### src/rtl/snor_pkg.sv
`timescale 1ns/1ps
package snor_pkg;

    typedef enum logic [1:0] {
        SZ_8  = 2'd0,
        SZ_16 = 2'd1,
        SZ_32 = 2'd2
    } size_code_e;

    typedef enum logic [1:0] {
        SEQ_IDLE = 2'd0,
        SEQ_LEAD = 2'd1,
        SEQ_RUN  = 2'd2
    } seq_state_e;

endpackage

### src/rtl/snor_ratio.sv
`timescale 1ns/1ps
module snor_ratio #(
    parameter int DIV_W   = 4,
    parameter int RATIO_W = DIV_W + 1
) (
    input  logic [DIV_W-1:0]   div_i,
    input  logic [1:0]         bus_w_i,
    input  logic [1:0]         req_sz_i,
    output logic [RATIO_W-1:0] ratio_o
);
    import snor_pkg::*;

    logic [RATIO_W-1:0] base;
    logic [RATIO_W-1:0] wide;
    logic [RATIO_W-1:0] pick;

    always_comb begin
        base = {1'b0, div_i} + RATIO_W'(1);
        wide = RATIO_W'(1);
        if (size_code_e'(bus_w_i) == SZ_32) begin
            if (size_code_e'(req_sz_i) == SZ_8)       wide = RATIO_W'(4);
            else if (size_code_e'(req_sz_i) == SZ_16) wide = RATIO_W'(2);
        end
        pick = (base > wide) ? base : wide;
        // a registered clock needs at least two system cycles per period
        ratio_o = (pick < RATIO_W'(2)) ? RATIO_W'(2) : pick;
    end

endmodule

### src/rtl/snor_clkgen.sv
`timescale 1ns/1ps
module snor_clkgen #(
    parameter int RATIO_W = 5
) (
    input  logic               clk_i,
    input  logic               rst_ni,
    input  logic               run_i,
    input  logic [RATIO_W-1:0] ratio_i,
    output logic               mem_clk_o,
    output logic               rise_o,
    output logic               wrap_o
);

    typedef struct packed {
        logic               run;
        logic [RATIO_W-1:0] phase;
        logic               mclk;
    } cg_t;

    cg_t cg_d, cg_q;
    logic [RATIO_W-1:0] half;
    logic               wrap;

    always_comb begin
        half       = ratio_i >> 1;
        wrap       = cg_q.run && (cg_q.phase == ratio_i - RATIO_W'(1));
        cg_d       = cg_q;
        cg_d.run   = run_i;
        if (cg_q.run) cg_d.phase = wrap ? '0 : cg_q.phase + RATIO_W'(1);
        else          cg_d.phase = '0;
        cg_d.mclk  = run_i && (cg_d.phase >= half);
        rise_o     = cg_q.run && (cg_d.phase == half);
        wrap_o     = wrap;
    end

    always_ff @(posedge clk_i or negedge rst_ni) begin
        if (!rst_ni) cg_q <= '0;
        else         cg_q <= cg_d;
    end

    assign mem_clk_o = cg_q.mclk;

endmodule

### src/rtl/snor_ctrl.sv
`timescale 1ns/1ps
module snor_ctrl #(
    parameter int ADDR_W  = 26,
    parameter int DATA_W  = 32,
    parameter int LAT_W   = 4,
    parameter int BEAT_W  = 4,
    parameter int RATIO_W = 5
) (
    input  logic               clk_i,
    input  logic               rst_ni,
    input  logic               req_valid_i,
    input  logic [ADDR_W-1:0]  addr_i,
    input  logic [LAT_W-1:0]   lat_i,
    input  logic [BEAT_W-1:0]  beats_i,
    input  logic [RATIO_W-1:0] ratio_i,
    input  logic [DATA_W-1:0]  mem_data_i,
    input  logic               rise_i,
    input  logic               wrap_i,
    output logic               req_ready_o,
    output logic               run_o,
    output logic [RATIO_W-1:0] ratio_o,
    output logic               cs_n_o,
    output logic               adv_n_o,
    output logic [ADDR_W-1:0]  addr_o,
    output logic               rd_valid_o,
    output logic [DATA_W-1:0]  rd_data_o,
    output logic               done_o
);
    import snor_pkg::*;

    localparam int MCYC_W = ((LAT_W > BEAT_W) ? LAT_W : BEAT_W) + 2;
    localparam int WCNT_W = BEAT_W + 1;

    typedef struct packed {
        seq_state_e         st;
        logic [ADDR_W-1:0]  addr;
        logic [LAT_W-1:0]   lat;
        logic [BEAT_W-1:0]  beats;
        logic [RATIO_W-1:0] ratio;
        logic [MCYC_W-1:0]  mcyc;
        logic [WCNT_W-1:0]  wcnt;
        logic [DATA_W-1:0]  data;
        logic               samp;
        logic               done;
        logic               cs_n;
        logic               adv_n;
    } ctl_t;

    ctl_t ctl_d, ctl_q;
    logic [WCNT_W-1:0] total;
    logic              lat_over;

    always_comb begin
        total      = {1'b0, ctl_q.beats} + WCNT_W'(1);
        lat_over   = ctl_q.mcyc > MCYC_W'(ctl_q.lat);
        ctl_d      = ctl_q;
        ctl_d.samp = 1'b0;
        ctl_d.done = 1'b0;
        unique case (ctl_q.st)
            SEQ_IDLE: begin
                if (req_valid_i) begin
                    ctl_d.st    = SEQ_LEAD;
                    ctl_d.addr  = addr_i;
                    ctl_d.lat   = lat_i;
                    ctl_d.beats = beats_i;
                    ctl_d.ratio = ratio_i;
                    ctl_d.mcyc  = '0;
                    ctl_d.wcnt  = '0;
                end
            end
            SEQ_LEAD: begin
                ctl_d.st = SEQ_RUN;
            end
            SEQ_RUN: begin
                if (rise_i && lat_over && (ctl_q.wcnt != total)) begin
                    ctl_d.data = mem_data_i;
                    ctl_d.samp = 1'b1;
                    ctl_d.wcnt = ctl_q.wcnt + WCNT_W'(1);
                end
                if (wrap_i) begin
                    if (ctl_q.wcnt == total) begin
                        ctl_d.st   = SEQ_IDLE;
                        ctl_d.done = 1'b1;
                    end else begin
                        ctl_d.mcyc = ctl_q.mcyc + MCYC_W'(1);
                    end
                end
            end
            default: ctl_d.st = SEQ_IDLE;
        endcase
        ctl_d.cs_n  = (ctl_d.st == SEQ_IDLE);
        ctl_d.adv_n = !((ctl_d.st == SEQ_RUN) && (ctl_d.mcyc == '0));
    end

    always_ff @(posedge clk_i or negedge rst_ni) begin
        if (!rst_ni) begin
            ctl_q       <= '0;
            ctl_q.cs_n  <= 1'b1;
            ctl_q.adv_n <= 1'b1;
        end else begin
            ctl_q <= ctl_d;
        end
    end

    assign req_ready_o = (ctl_q.st == SEQ_IDLE);
    assign run_o       = (ctl_d.st == SEQ_RUN);
    assign ratio_o     = ctl_q.ratio;
    assign cs_n_o      = ctl_q.cs_n;
    assign adv_n_o     = ctl_q.adv_n;
    assign addr_o      = ctl_q.addr;
    assign rd_valid_o  = ctl_q.samp;
    assign rd_data_o   = ctl_q.data;
    assign done_o      = ctl_q.done;

endmodule

### src/rtl/snor_burst_seq.sv
`timescale 1ns/1ps
module snor_burst_seq #(
    parameter int ADDR_W = 26,
    parameter int DATA_W = 32,
    parameter int DIV_W  = 4,
    parameter int LAT_W  = 4,
    parameter int BEAT_W = 4
) (
    input  logic              clk_i,
    input  logic              rst_ni,
    input  logic              req_valid_i,
    output logic              req_ready_o,
    input  logic [ADDR_W-1:0] req_addr_i,
    input  logic [1:0]        req_size_i,
    input  logic [BEAT_W-1:0] req_beats_i,
    input  logic [DIV_W-1:0]  cfg_div_i,
    input  logic [LAT_W-1:0]  cfg_lat_i,
    input  logic [1:0]        cfg_bus_w_i,
    output logic              mem_clk_o,
    output logic              mem_cs_n_o,
    output logic              mem_adv_n_o,
    output logic [ADDR_W-1:0] mem_addr_o,
    input  logic [DATA_W-1:0] mem_data_i,
    output logic              rd_valid_o,
    output logic [DATA_W-1:0] rd_data_o,
    output logic              done_o
);

    localparam int RATIO_W = DIV_W + 1;

    logic [RATIO_W-1:0] ratio_new;
    logic [RATIO_W-1:0] ratio_held;
    logic               run;
    logic               rise;
    logic               wrap;

    snor_ratio #(
        .DIV_W   (DIV_W),
        .RATIO_W (RATIO_W)
    ) u_ratio (
        .div_i    (cfg_div_i),
        .bus_w_i  (cfg_bus_w_i),
        .req_sz_i (req_size_i),
        .ratio_o  (ratio_new)
    );

    snor_clkgen #(
        .RATIO_W (RATIO_W)
    ) u_clkgen (
        .clk_i     (clk_i),
        .rst_ni    (rst_ni),
        .run_i     (run),
        .ratio_i   (ratio_held),
        .mem_clk_o (mem_clk_o),
        .rise_o    (rise),
        .wrap_o    (wrap)
    );

    snor_ctrl #(
        .ADDR_W  (ADDR_W),
        .DATA_W  (DATA_W),
        .LAT_W   (LAT_W),
        .BEAT_W  (BEAT_W),
        .RATIO_W (RATIO_W)
    ) u_ctrl (
        .clk_i       (clk_i),
        .rst_ni      (rst_ni),
        .req_valid_i (req_valid_i),
        .addr_i      (req_addr_i),
        .lat_i       (cfg_lat_i),
        .beats_i     (req_beats_i),
        .ratio_i     (ratio_new),
        .mem_data_i  (mem_data_i),
        .rise_i      (rise),
        .wrap_i      (wrap),
        .req_ready_o (req_ready_o),
        .run_o       (run),
        .ratio_o     (ratio_held),
        .cs_n_o      (mem_cs_n_o),
        .adv_n_o     (mem_adv_n_o),
        .addr_o      (mem_addr_o),
        .rd_valid_o  (rd_valid_o),
        .rd_data_o   (rd_data_o),
        .done_o      (done_o)
    );

endmodule

### config.mk
export PLATFORM = sky130hd
export DESIGN_NAME = snor_burst_seq
export DESIGN_NICKNAME = d
export VERILOG_FILES = /design/src/rtl/snor_pkg.sv /design/src/rtl/snor_ratio.sv /design/src/rtl/snor_clkgen.sv /design/src/rtl/snor_ctrl.sv /design/src/rtl/snor_burst_seq.sv
export SDC_FILE = /design/constraint.sdc
export NUM_CORES = 1
export LEC_CHECK = 0
export ABC_AREA = 1
export ABC_CLOCK_PERIOD_IN_PS = 2890
export BUFFER_PORTS_ARGS = -buffer_cell sky130_fd_sc_hd__buf_2
export CAP_MARGIN = 20
export CORE_ASPECT_RATIO = 0.5
export CORE_UTILIZATION = 40
export CTS_CLUSTER_SIZE = 16
export DETAILED_ROUTE_END_ITERATION = 8
export SYNTH_ARGS = -nofsm -noshare
export SYNTH_HDL_FRONTEND = slang
export SYNTH_SLANG_ARGS = --single-unit
### constraint.sdc
create_clock -name clk_i -period 2.89 [get_ports clk_i]
set_clock_uncertainty 0.2 [all_clocks]
set_input_delay 0.578 -clock clk_i [delete_from_list [all_inputs] [get_ports clk_i]]
set_output_delay 0.578 -clock clk_i [all_outputs]
set_load 0.02 [all_outputs]
* Word level (Yosys, flattened, before mapping) *
Cells that the tools add are included.

storage, ports and cells
  output and inout bits = 64
  logic and storage cells = 69
  register bits after elaboration = 95
  input port bits = 77

operators by class
  magnitude comparators = 4
  eq/ne operators = 11
  add/subtract/negate cells = 6
  reduce and logical (&&, ||, !) cells = 15
  mux-type cells = 18

operator list
  cell                   number
  $mux W52               1
  $mux W38               1
  $mux W5                6
  $pmux W11 S2           1
  $mux W6                2
  $add A4 B1 Y5 const B  2
  $add A5 B1 Y5 const B  2
  $eq A5 B5 Y1           2
  $mux W2                4
  $add A6 B1 Y6 const B  1
  $eq A2 B2 Y1 const B   3
  $gt A6 B4 Y1           1
  $logic_and A1 B1 Y1    6
  $logic_not A2 Y1       3
  $logic_not A6 Y1       1
  $pmux W2 S3            1
  $eq A5 B4 Y1           1
  $ge A5 B4 Y1           1
  $gt A5 B5 Y1           1
  $lt A5 B2 Y1 const B   1
  $ne A5 B5 Y1           1
  $sub A5 B1 Y5 const B  1
  $eq A2 B1 Y1 const B   2
  $reduce_and A2 Y1      2
  6 further kinds        7

* Logic depth before layout (Yosys ltp) *
Gate-level depths: netlist (run 1).

  word-level depth = 14
  gate-level depth with buffers = 23
  mapped depth without buffers = 22

* By module *
From an unflattened synthesis (run 1), not the netlist that was laid out.

unflattened totals
  cells, all modules = 634
  area, all modules = 5119.9 um^2

by module, submodules not included
  module       area each (um^2)  sequential area each (um^2)  cells each  times used
  snor_ctrl    4266.6            2204.6                       511         1
  snor_clkgen  586.8             175.2                        81          1
  snor_ratio   266.5             0.0                          42          1

* Worst setup path after synthesis (run 1) *
OpenSTA, ideal clock, no wires.

  path kind = register to register
  start = register u_ctrl.ctl_q, in the netlist u_ctrl.ratio_o[0]
  end = register u_ctrl.ctl_q, in the netlist u_ctrl.rd_data_o[10]
  data required time = 2.574 ns
  cell stages (with the launch flop) = 20
  arrival time = 2.358 ns
  setup slack = 0.215 ns
  period minus slack after synthesis = 2.675 ns
  path buffers = 1
  setup time = 0.116 ns
  cells stage by stage = dfrtp_1 -> inv_1 -> ha_1 -> nand2_1 -> nand2_1 -> nor3_1 -> nand2_1 -> nor2_4 -> nor2_4 -> inv_1 -> nor2_1 -> ha_1 -> nand2_1 -> nor2_1 -> nand2_2 -> inv_2 -> nand2_4 -> buf_2 -> nand2_1 -> nand2_1

RTL lines
  what                    RTL line          text
  from (decl)             snor_ctrl.sv:49   ctl_t ctl_d, ctl_q;
  from (signal assigned)  snor_ctrl.sv:101  ctl_q <= ctl_d;

==> summary.txt, run 1 <==
Drt
  – Antenna Nets Post-Route: 0
  – Detail Route met2 WL: about 5000 um
  – Top sig layer: met4
  – DRC Markers: 0
  – Routed wl met3: between 500 and 600 um
  – Avg WL per Cell: around 12 um
  – Drt total wl: 10600 um
  – Number of DRC markers in iteration 0: roughly 180
  – WL met1: around 5100 um
  – Via Count: 3992
  – Vias per inst: roughly 4.5
  – Router iterations before antenna repair: 4

Clocking
  – Worst skew pair latency: around 330 ps
  – Clock sink total: 95
  – Max Root-Sink Buffers: 2
  – CTS tree: built
  – CTS H-tree lvls: 3
  – CTS clk-pin slew, worst paths: 70 ps
  – Cts hold-fix bufs: 0
  – Root buf cell: clkbuf_16
  – TritonCTS buffer count: 9

Worst setup path
  – CP most frequent cell: nand2_1
  – WP data arrival: around 2800 ps
  – Reg2reg setup slack: about 120 ps
  – Crit Path Class: reg -> reg
  – CP max stage cell: dfrtp_1
  – Crit path required time: between 2000 and 3000 ps
  – CP peak stage delay: around 400 ps
  – CP endpoint kind: register
  – Buf/Inv on CP: 4
  – Worst flop-to-flop path endpoint: u_ctrl.rd_data_o[1]$_DFFE_PN0P_
  – Startpoint Class: register
  – Crit path from: u_ctrl.ratio_o[1]$_DFFE_PN0P_
  – R2R depth: 18
  – Crit path max fanout: 8
  – Delay-heaviest family, CP: simple AND/OR/NAND/NOR gates
  – R2R Path Start: u_ctrl.ratio_o[1]$_DFFE_PN0P_
  – Crit-path cells: inv_2 -> ha_4 -> o21ai_2 -> nor3_2 -> nand2_1 -> nor2_4 -> nor2_4 -> inv_4 -> nor2_2 -> ha_1 -> nand2_1 -> nor2_1 -> nand2_2 -> inv_4 -> nand2_8 -> clkbuf_16 -> nand2_1 -> nand2_1

Cells and area
  – Layout cells sized above 1: 0.286
  – Final instance area: about 6000 um2
  – Final Core Density: 0.500
  – Fillers: roughly 1200
  – Antenna fix cells: 0
  – Syn-to-layout area delta: 20.5%
  – Nets: 809

GRT
  – Global-route wire length before repair: between 15000 and 20000 um
  – Grt total ovfl: 0
  – GRT Overall Usage: 0.166
  – Initial antenna violation count: 0
  – Vias in the first global route: 3714
  – Pin count of the biggest net entering global routing: 53

STA
  – Fin crit share: 0.959
  – Max Slew Vio Count: 0
  – Hold slack final: 12.3 ps
  – Final setup margin: 118 ps
  – Fmax: 361 MHz
  – Setup TNS: 0 ps
  – RSZ-0062 raised after global routing: yes
  – Min Clock Period, post-route: around 2800 ps
  – Slew HR: 0.569
  – Worst slew pin tran: roughly 650 ps
  – Final hold vios: 0
  – Final setup fails: 0

Place
  – Routability cong.: just over 0.8
  – IO buf count: 140
  – Hpwl dp: ~7100 um
  – Post-Place Setup Slack: between 20 and 25 ps
  – Placed cell areas: 5460 um2

Power and ir drop
  – Leak Pwr: approximately 3.2 nW
  – Cell Pwr Density: 1040 nW/um2
  – IR drop worst, VDD: 0.449 mV

Logic synthesis
  – Number of synthesized flops with an enable pin: 0
  – Mapped cell area: ~5000 um2
  – Cells after Synth: roughly 620
  – Top FF cell, synth: dfrtp_1
  – Synth Register Bits: 95
  – Fraction of registers with async set/reset: 1.00
  – Yosys warns: 0
  – Count of cell types in the netlist: 35
  – Post-synthesis sequential area ratio: 0.480
  – Post-Syn Area per Cell: around 8.0 um2
  – Post-Syn Nets: slightly above 700

Die
  – Die Wd: between 150 and 200 um
  – Rows: 28
  – Core ar.: approximately 12000 um2
  – Die footprint: around 13000 um2
  – Chip Height: ~81 um
  – Initial Util: 0.415
  – Io pins: roughly 140

Hold path
  – Hold Path Class: in -> async

Run
  – Total of max-cap violations: 0

Outcome
  – Status: finished, final reports clean
-- cell families after synthesis --
kind of cell	Yosys count	synth area share
adders and majority gates	17	0.0429
xor gates and xnor gates	8	0.0141
and+or+nand+nor	337	0.273
DFF	95	0.480
AOI/OAI and AO/OA	35	0.0411
buffers and inverters	129	0.149
-- cell usage after synthesis, types with 2 or more instances --
cell | number | area share
nand2_1 | 264 | 0.20
dfrtp_1 | 93 | 0.47
buf_4 | 58 | 0.088
inv_1 | 51 | 0.039
nor2_1 | 32 | 0.024
o21ai_0 | 21 | 0.021
nand3_1 | 20 | 0.020
ha_1 | 17 | 0.043
clkbuf_1 | 6 | 0.0045
nand4_1 | 6 | 0.0076
xor2_1 | 6 | 0.011
buf_2 | 5 | 0.0050
inv_2 | 5 | 0.0038
nand2_2 | 4 | 0.0050
nor3_1 | 3 | 0.0030
o22ai_1 | 3 | 0.0038
a21oi_1 | 2 | 0.0020
buf_6 | 2 | 0.0045
dfstp_2 | 2 | 0.011
nand3b_1 | 2 | 0.0030
nor2_2 | 2 | 0.0025
nor2_4 | 2 | 0.0045
o211ai_1 | 2 | 0.0030
xnor2_1 | 2 | 0.0035
-- power breakdown --
part	total [mW]	switching [mW]	internal (mW)
clock network	1.28	0.500	0.779
logic	2.75	1.76	0.984
registers	2.19	0.324	1.87
total	6.22	2.59	3.63
-- final cells by class --
type                       count  area (um2)  share of cell area
inverter                      57         231              0.0387
timing repair buffer         153         895               0.150
tap                          165         206              0.0345
clock inverter                 6        83.8              0.0140
multi-input combinational    398        1930               0.324
timing repair inverter         1        8.76             0.00147
clock buffer                  10         239              0.0400
sequential                    95        2380               0.398
-- flip-flops by register name (all words and copies together) (netlist names) --
signal and count:
u_clkgen.cg_q 6, u_clkgen.mem_clk_o 1, u_ctrl.addr_o 26, u_ctrl.adv_n_o 1, u_ctrl.cs_n_o 1, u_ctrl.ctl_q 21, u_ctrl.done_o 1, u_ctrl.ratio_o 5
u_ctrl.rd_data_o 32, u_ctrl.rd_valid_o 1
-- metrics by stage --
stage | power (mW) | instances
finish | 6.22 | 885
global route | 6.73 | 885
CTS | 6.09 | 878
detailed placement | 4.77 | 862
global placement | 4.74 | 862
floorplan | 4.45 | 621
-- what timing repair did --
action / 4_1_cts / 5_1_grt
resized for setup: 1 / 22
pin swaps: 0 / 10
buffers inserted: 0 / 1
endpoints found under the setup margin: 5 / 38
gates cloned: 0 / 6
-- cells in the final DEF (no fill, tap or decap), types with 2 or more instances in the layout --
master	count
nand2_1	259
buf_2	139
dfrtp_1	93
inv_1	49
nor2_1	28
nand3_1	20
o21ai_0	20
ha_1	15
clkbuf_16	12
nand2_2	9
buf_4	7
nand4_1	6
xor2_1	6
inv_2	5
nor2_4	5
nor2_2	3
o22ai_1	3
clkinv_2	3
buf_12	3
nand3b_1	2
inv_4	2
xnor2_1	2
nor3_1	2
a21oi_1	2
o211ai_1	2
ha_4	2
bufinv_16	2
dfstp_2	2
-- routing by layer --
| layer | vias up | track usage |
|---|---|---|
| met3 | 4 | 0.0373 |
| li1 | 2047 | - |
| met4 | 0 | 0.0433 |
| met5 | - | 0 |
| met1 | 1836 | 0.209 |
| met2 | 105 | 0.294 |
-- worst max-delay path by stage --
stage          cells past startpoint  slack [ps]                          endpoint
2_1_floorplan                     19         220  u_ctrl.rd_data_o[10]$_DFFE_PN0P_
3_3_place_gp                      15          70     u_ctrl.ratio_o[0]$_DFFE_PN0P_
3_5_place_dp                      19          20      u_ctrl.ctl_q[37]$_DFFE_PN0P_
4_1_cts                           19          30  u_ctrl.rd_data_o[27]$_DFFE_PN0P_
5_1_grt                           19         -10   u_ctrl.rd_data_o[5]$_DFFE_PN0P_
6_report                          18         120   u_ctrl.rd_data_o[1]$_DFFE_PN0P_
Power figures use the tool's default switching activity.
==> run 2: changes to the inputs <==
--- a/config.mk
+++ b/config.mk
@@ -10,9 +10,10 @@
 export BUFFER_PORTS_ARGS = -buffer_cell sky130_fd_sc_hd__buf_2
 export CAP_MARGIN = 20
 export CORE_ASPECT_RATIO = 0.5
-export CORE_UTILIZATION = 40
+export CORE_UTILIZATION = 45
 export CTS_CLUSTER_SIZE = 16
 export DETAILED_ROUTE_END_ITERATION = 8
+export PLACE_DENSITY = 0.71
 export SYNTH_ARGS = -nofsm -noshare
 export SYNTH_HDL_FRONTEND = slang
 export SYNTH_SLANG_ARGS = --single-unit
==> run 2 against run 1 <==
First-iteration DRC count fell by 21%. Wire length fell by 5.9%. Sequential share of layout area rose by 0.66 points. Register-to-register slack got worse by 60 ps. Critical path type unchanged. Die area fell by 11%. Core utilization rose by 6.1 points. Worst hold slack improved by 77 ps. Critical path depth rose by 1. Global-route usage rose by 1.5 points.
==> summary.txt, run 2 (same netlist as run 1, synthesis figures left out) <==
Clocking
  – CTS H-tree lvls: 3 (unchanged)
  – TritonCTS buffer count: 9 (unchanged)
  – CTS clk-pin slew, worst paths: 60 ps (about the same)
  – Root buf cell: clkbuf_16
  – CTS tree: built
  – Max Root-Sink Buffers: 2 (unchanged)
  – Worst skew pair latency: 340 ps (about the same)
  – Clock sink total: 95 (unchanged)

Drt
  – Vias per inst: 4.64 (+2.8%)
  – DRC Markers: 0 (unchanged)
  – Number of DRC markers in iteration 0: 139 (-21%)
  – Antenna Nets Post-Route: 0 (unchanged)
  – Avg WL per Cell: 11.6 um (-3.4%)
  – Router iterations before antenna repair: 4 (unchanged)
  – Via Count: 3996 (+0.10%)
  – Drt total wl: 10000 um (-5.9%)

Die
  – Initial Util: 0.474 (+0.0583)
  – Die footprint: 11500 um2 (-11%)
  – Die Wd: 151 um (-5.6%)
  – Core ar.: 10500 um2 (-12%)
  – Chip Height: 76.3 um (-5.6%)
  – Io pins: 141 (unchanged)
  – Rows: 26 (-7.1%)

GRT
  – Vias in the first global route: 3782 (+1.8%)
  – Grt total ovfl: 0 (unchanged)
  – Pin count of the biggest net entering global routing: 62 (+17%)
  – Initial antenna violation count: 0 (unchanged)
  – GRT Overall Usage: 0.182 (+0.0155)
  – Global-route wire length before repair: 16600 um (-2.9%)

Power and ir drop
  – IR drop worst, VDD: 0.475 mV (+5.7%)
  – Cell Pwr Density: 1020 nW/um2 (-1.6%)
  – Leak Pwr: 3.20 nW (-1.4%)

Cells and area
  – Layout cells sized above 1: 0.287 (+0.000592)
  – Multi-input logic area: 1930 um2 (-0.45%)
  – Final Core Density: 0.561 (+0.0610)
  – Syn-to-layout area delta: 18.5%
  – Commonest cells after routing, fill and taps aside: 260 x nand2_1, 139 x buf_2, 93 x dfrtp_1
  – Antenna fix cells: 0 (unchanged)
  – Nets: 812 (+0.37%)
  – Fillers: 1004 (-14%)
  – Max FFs per register: 32 (unchanged)
  – FF/Latch Area: 2380 um2 (unchanged)
  – Commonest non-fill, non-tap cell in the layout: nand2_1

Worst setup path
  – R2R Path Start: u_ctrl.ratio_o[0]$_DFFE_PN0P_
  – Startpoint Class: register
  – Crit Path Class: reg -> reg
  – Reg2reg setup slack: 60 ps (-60 ps)
  – Worst flop-to-flop path endpoint: u_ctrl.rd_data_o[31]$_DFFE_PN0P_
  – Crit path from: u_ctrl.ratio_o[0]$_DFFE_PN0P_
  – CP endpoint kind: register
  – R2R depth: 19 (+1)
  – Crit path required time: 2920 ps (about the same)
  – WP data arrival: 2860 ps (+70 ps)
  – Crit path max fanout: 6 (-2)

Place
  – Hpwl dp: 7040 um (-1.3%)
  – IO buf count: 140 (unchanged)
  – Routability cong.: 0.816 (-0.12%)

STA
  – Min Clock Period, post-route: 2830 ps (+60.7 ps)
  – RSZ-0062 raised after global routing: yes
  – Slew HR: 0.481 (-0.0880)
  – Hold slack final: 89.4 ps (+77.1 ps)
  – Setup TNS: 0 ps (unchanged)
  – Final hold vios: 0 (unchanged)
  – Fmax: 353 MHz (-2.1%)
  – Fin crit share: 0.980 (+0.0210)
  – Worst slew pin tran: 779 ps (+133 ps)
  – Final setup fails: 0 (unchanged)
  – Max Slew Vio Count: 0 (unchanged)

Hold path
  – Hold Path Class: in -> async

Outcome
  – Status: finished, final reports clean

Run
  – Total of max-cap violations: 0 (unchanged)
-- run 2: stage by stage --
stage | power, mW | setup WS (ps) | area (um2) | cells
4_1_cts | 5.87 | 12.1 | 5710 | 853
2_1_floorplan | 4.45 | 215 | 4960 | 621
3_3_place_gp | 4.71 | 63.8 | 5430 | 838
5_1_grt | 6.55 | -69.7 | 5880 | 862
6_report | 6.02 | 57.4 | 5880 | 862
3_5_place_dp | 4.77 | -22.8 | 5430 | 838
-- run 2: worst max path at each step --
| stage | to | slack (ps) | cells after the start |
|---|---|---|---|
| finish | u_ctrl.rd_data_o[31]$_DFFE_PN0P_ | 60 | 19 |
| global route | u_ctrl.rd_data_o[31]$_DFFE_PN0P_ | -70 | 20 |
| CTS | u_ctrl.rd_data_o[13]$_DFFE_PN0P_ | 10 | 19 |
| detailed placement | u_ctrl.ctl_q[37]$_DFFE_PN0P_ | -20 | 19 |
| global placement | u_ctrl.ctl_q[37]$_DFFE_PN0P_ | 60 | 19 |
| floorplan | u_ctrl.rd_data_o[10]$_DFFE_PN0P_ | 220 | 19 |
-- run 2: repair_timing --
| item | in CTS | in global routing |
|---|---|---|
| hold buffers | 0 | 0 |
| setup buffers | 0 | 7 |
| gates resized for setup | 3 | 23 |
| endpoints found under the setup margin | 11 | 38 |
| gates cloned | 0 | 2 |
| endpoints found under the hold margin | 0 | 0 |
| pin swaps | 0 | 13 |
-- run 2: cell type report --
| class | instances | share of cell area |
|---|---|---|
| clock inverter | 3 | 0.00340 |
| clock buffer | 12 | 0.0419 |
| multi-input combinational | 397 | 0.327 |
| timing repair inverter | 1 | 0.00191 |
| tap | 140 | 0.0298 |
| sequential | 95 | 0.405 |
| timing repair buffer | 157 | 0.152 |
| inverter | 57 | 0.0389 |
-- run 2: routing by layer --
metal / global-route usage / vias up / wire (um)
met5: 0 / - / 0
met4: 0.0394 / 0 / 85
met3: 0.0587 / 10 / 560
met2: 0.309 / 102 / 4580
met1: 0.225 / 1834 / 4770
li1: - / 2050 / -
-- run 2: critical path, cell delays in order (launching register included) --
cell and delay (ps):
dfrtp_1 410, inv_2 80, ha_4 280, o21ai_2 60, nor3_2 150, nand2_1 110
nor2_4 140, nor2_4 60, inv_4 90, nor2_2 50, ha_1 290, nand2_1 60
nor2_2 110, nand2_2 60, inv_2 90, nand2_8 110, buf_8 170, buf_4 120
nand2_1 40, nand2_1 50
-- run 2: power by group --
| part | internal, mW | switching, mW | leakage [nW] |
|---|---|---|---|
| clock | 0.601 | 0.472 | 0.125 |
| combinational | 1.01 | 1.76 | 1.94 |
| sequential | 1.87 | 0.319 | 1.14 |
| total | 3.48 | 2.55 | 3.20 |
==> run 3: changes to the inputs <==
--- a/config.mk
+++ b/config.mk
@@ -9,11 +9,10 @@
 export ABC_CLOCK_PERIOD_IN_PS = 2890
 export BUFFER_PORTS_ARGS = -buffer_cell sky130_fd_sc_hd__buf_2
 export CAP_MARGIN = 20
-export CORE_ASPECT_RATIO = 0.5
-export CORE_UTILIZATION = 45
+export CORE_ASPECT_RATIO = 1.5
+export CORE_UTILIZATION = 35
 export CTS_CLUSTER_SIZE = 16
 export DETAILED_ROUTE_END_ITERATION = 8
-export PLACE_DENSITY = 0.71
 export SYNTH_ARGS = -nofsm -noshare
 export SYNTH_HDL_FRONTEND = slang
 export SYNTH_SLANG_ARGS = --single-unit
==> run 3 against run 2 <==
Core utilization fell by 12 points. Critical path depth fell by 1. Sequential share of layout area fell by 0.91 points. Maximum frequency rose by 1.0%. Sequential cell count did not move. Worst setup slack improved by 29 ps. First-iteration DRC count rose by 42%. Worst hold slack got worse by 12 ps. Register-to-register slack improved by 30 ps. Global-route usage fell by 3.3 points. Final area rose by 2.3%. Clock power rose by 13%.
==> summary.txt, run 3 (same netlist as run 1, synthesis figures left out) <==
Clocking
  – Max Root-Sink Buffers: 2 (unchanged)
  – Clock sink total: 95 (unchanged)
  – CTS clk-pin slew, worst paths: 60 ps (about the same)
  – Cts hold-fix bufs: 0 (unchanged)
  – Worst skew pair latency: 340 ps (about the same)
  – TritonCTS buffer count: 9 (unchanged)
  – CTS tree: built
  – CTS H-tree lvls: 3 (unchanged)
  – Root buf cell: clkbuf_16

Worst setup path
  – CP endpoint kind: register
  – Crit path required time: 2910 ps (about the same)
  – WP data arrival: 2820 ps (-40 ps)
  – Crit Path Class: reg -> reg
  – Startpoint Class: register
  – Crit path max fanout: 6 (unchanged)

STA
  – Max Slew Vio Count: 0 (unchanged)
  – Fin crit share: 0.970 (-0.00991)
  – Slew HR: 0.553 (+0.0718)
  – Worst slew pin tran: 671 ps (-108 ps)
  – Hold slack final: 77.3 ps (-12.1 ps)
  – Min Clock Period, post-route: 2800 ps (-28.6 ps)
  – Final hold vios: 0 (unchanged)
  – Fmax: 357 MHz (+1.0%)
  – Setup TNS: 0 ps (unchanged)
  – RSZ-0062 raised after global routing: yes
  – Final setup fails: 0 (unchanged)

Die
  – Initial Util: 0.363 (-0.111)
  – Io pins: 141 (unchanged)
  – Die footprint: 14700 um2 (+28%)
  – Chip Height: 148 um (+94%)
  – Rows: 52 (+100%)
  – Core ar.: 13700 um2 (+30%)
  – Die Wd: 99.2 um (-34%)

Cells and area
  – Syn-to-layout area delta: 21.2%
  – Antenna fix cells: 0 (unchanged)
  – Max FFs per register: 32 (unchanged)
  – Layout cells sized above 1: 0.291 (+0.00468)
  – Commonest cells after routing, fill and taps aside: 262 x nand2_1, 139 x buf_2, 93 x dfrtp_1
  – Commonest non-fill, non-tap cell in the layout: nand2_1
  – Nets: 820 (+0.99%)

Drt
  – Avg WL per Cell: 13.0 um (+12%)
  – Number of DRC markers in iteration 0: 198 (+42%)
  – Drt total wl: 11600 um (+16%)
  – Router iterations before antenna repair: 4 (unchanged)
  – Vias per inst: 4.63 (about the same)
  – Via Count: 4136 (+3.5%)
  – DRC Markers: 0 (unchanged)
  – Antenna Nets Post-Route: 0 (unchanged)

GRT
  – Initial antenna violation count: 0 (unchanged)
  – Pin count of the biggest net entering global routing: 53 (-15%)
  – Global-route wire length before repair: 17400 um (+4.8%)
  – Vias in the first global route: 3929 (+3.9%)
  – GRT Overall Usage: 0.149 (-0.0332)
  – Grt total ovfl: 0 (unchanged)

Power and ir drop
  – Leak Pwr: 3.27 nW (+2.2%)
  – Cell Pwr Density: 1050 nW/um2 (+2.3%)
  – IR drop worst, VDD: 0.398 mV (-16%)
  – Total power: 6.30 mW (+4.6%)

Hold path
  – Hold Path Class: in -> async

Run
  – Total of max-cap violations: 0 (unchanged)

Place
  – IO buf count: 140 (unchanged)
  – Routability cong.: 0.867 (+6.2%)
  – Hpwl dp: 7720 um (+9.8%)

Outcome
  – Status: finished, final reports clean
-- run 3: repair_timing --
item                       CTS  global route
buffers inserted             0            10
pin swaps                    0             7
gates cloned                 0             9
resized for setup            1            17
setup endpoints to repair    1            39
-- run 3: final timing paths --
path	start	to	slack (ps)	depth (start not counted)
hold reg to reg	u_ctrl.addr_o[4]$_DFFE_PN0P_	u_ctrl.addr_o[4]$_DFFE_PN0P_	270	2
max in group asynchronous	rst_ni	u_ctrl.rd_data_o[3]$_DFFE_PN0P_	1760	2
setup reg to reg	u_ctrl.ratio_o[0]$_DFFE_PN0P_	u_ctrl.rd_data_o[14]$_DFFE_PN0P_	90	18
hold / removal	rst_ni	u_ctrl.rd_data_o[25]$_DFFE_PN0P_	80	1
min in group clk_i	mem_data_i[9]	u_ctrl.rd_data_o[9]$_DFFE_PN0P_	230	3
setup / recovery	u_ctrl.ratio_o[0]$_DFFE_PN0P_	u_ctrl.rd_data_o[14]$_DFFE_PN0P_	90	18
-- run 3: per-layer routing --
metal  global-route usage  share of wire  vias up  routed length, um
met3               0.0326          0.057       13                660
met4               0.0596          0.016        0                188
met1                0.165           0.40     1898               4640
met2                0.272           0.53      154               6140
li1                     -              -     2071                  -
met5                    0              0        -                  0
-- run 3: critical path, cell delays in order (launching register included) --
cell and delay (ps):
dfrtp_1 410, inv_2 70, ha_4 260, o21ai_1 60, nor3_2 150, nand2_1 100
nor2_4 140, nor2_4 50, inv_2 90, nor2_2 50, ha_1 310, nand2_2 60
nor2_2 120, nand2_2 90, clkinv_4 100, nand2_8 90, clkbuf_16 190, nand2_1 60
nand2_1 70
-- run 3: where the power goes --
| part | switching (mW) | internal (mW) |
|---|---|---|
| Combinational | 1.84 | 1.06 |
| Sequential | 0.322 | 1.87 |
| Clock | 0.510 | 0.699 |
| Total | 2.67 | 3.63 |
-- run 3: stage by stage --
step,cell area (um2),util,std cells,setup slack [ps]
after CTS,5740,0.420,874,22.9
after global routing,6020,0.440,893,-73.9
after global placement,5430,0.398,858,93.2
after floorplan,4960,-,621,215
after detailed placement,5430,0.398,858,20.1
final,6020,0.440,893,86.0
-- run 3: final cells by class --
| type | instances | area, um2 |
|---|---|---|
| Clock buffer | 10 | 239 |
| Clock inverter | 6 | 68.8 |
| Fill cell | 1311 | 7650 |
| Inverter | 57 | 231 |
| Multi-Input combinational cell | 398 | 1910 |
| Sequential cell | 95 | 2380 |
| Tap cell | 162 | 203 |
| Timing Repair Buffer | 163 | 965 |
| Timing Repair inverter | 2 | 17.5 |
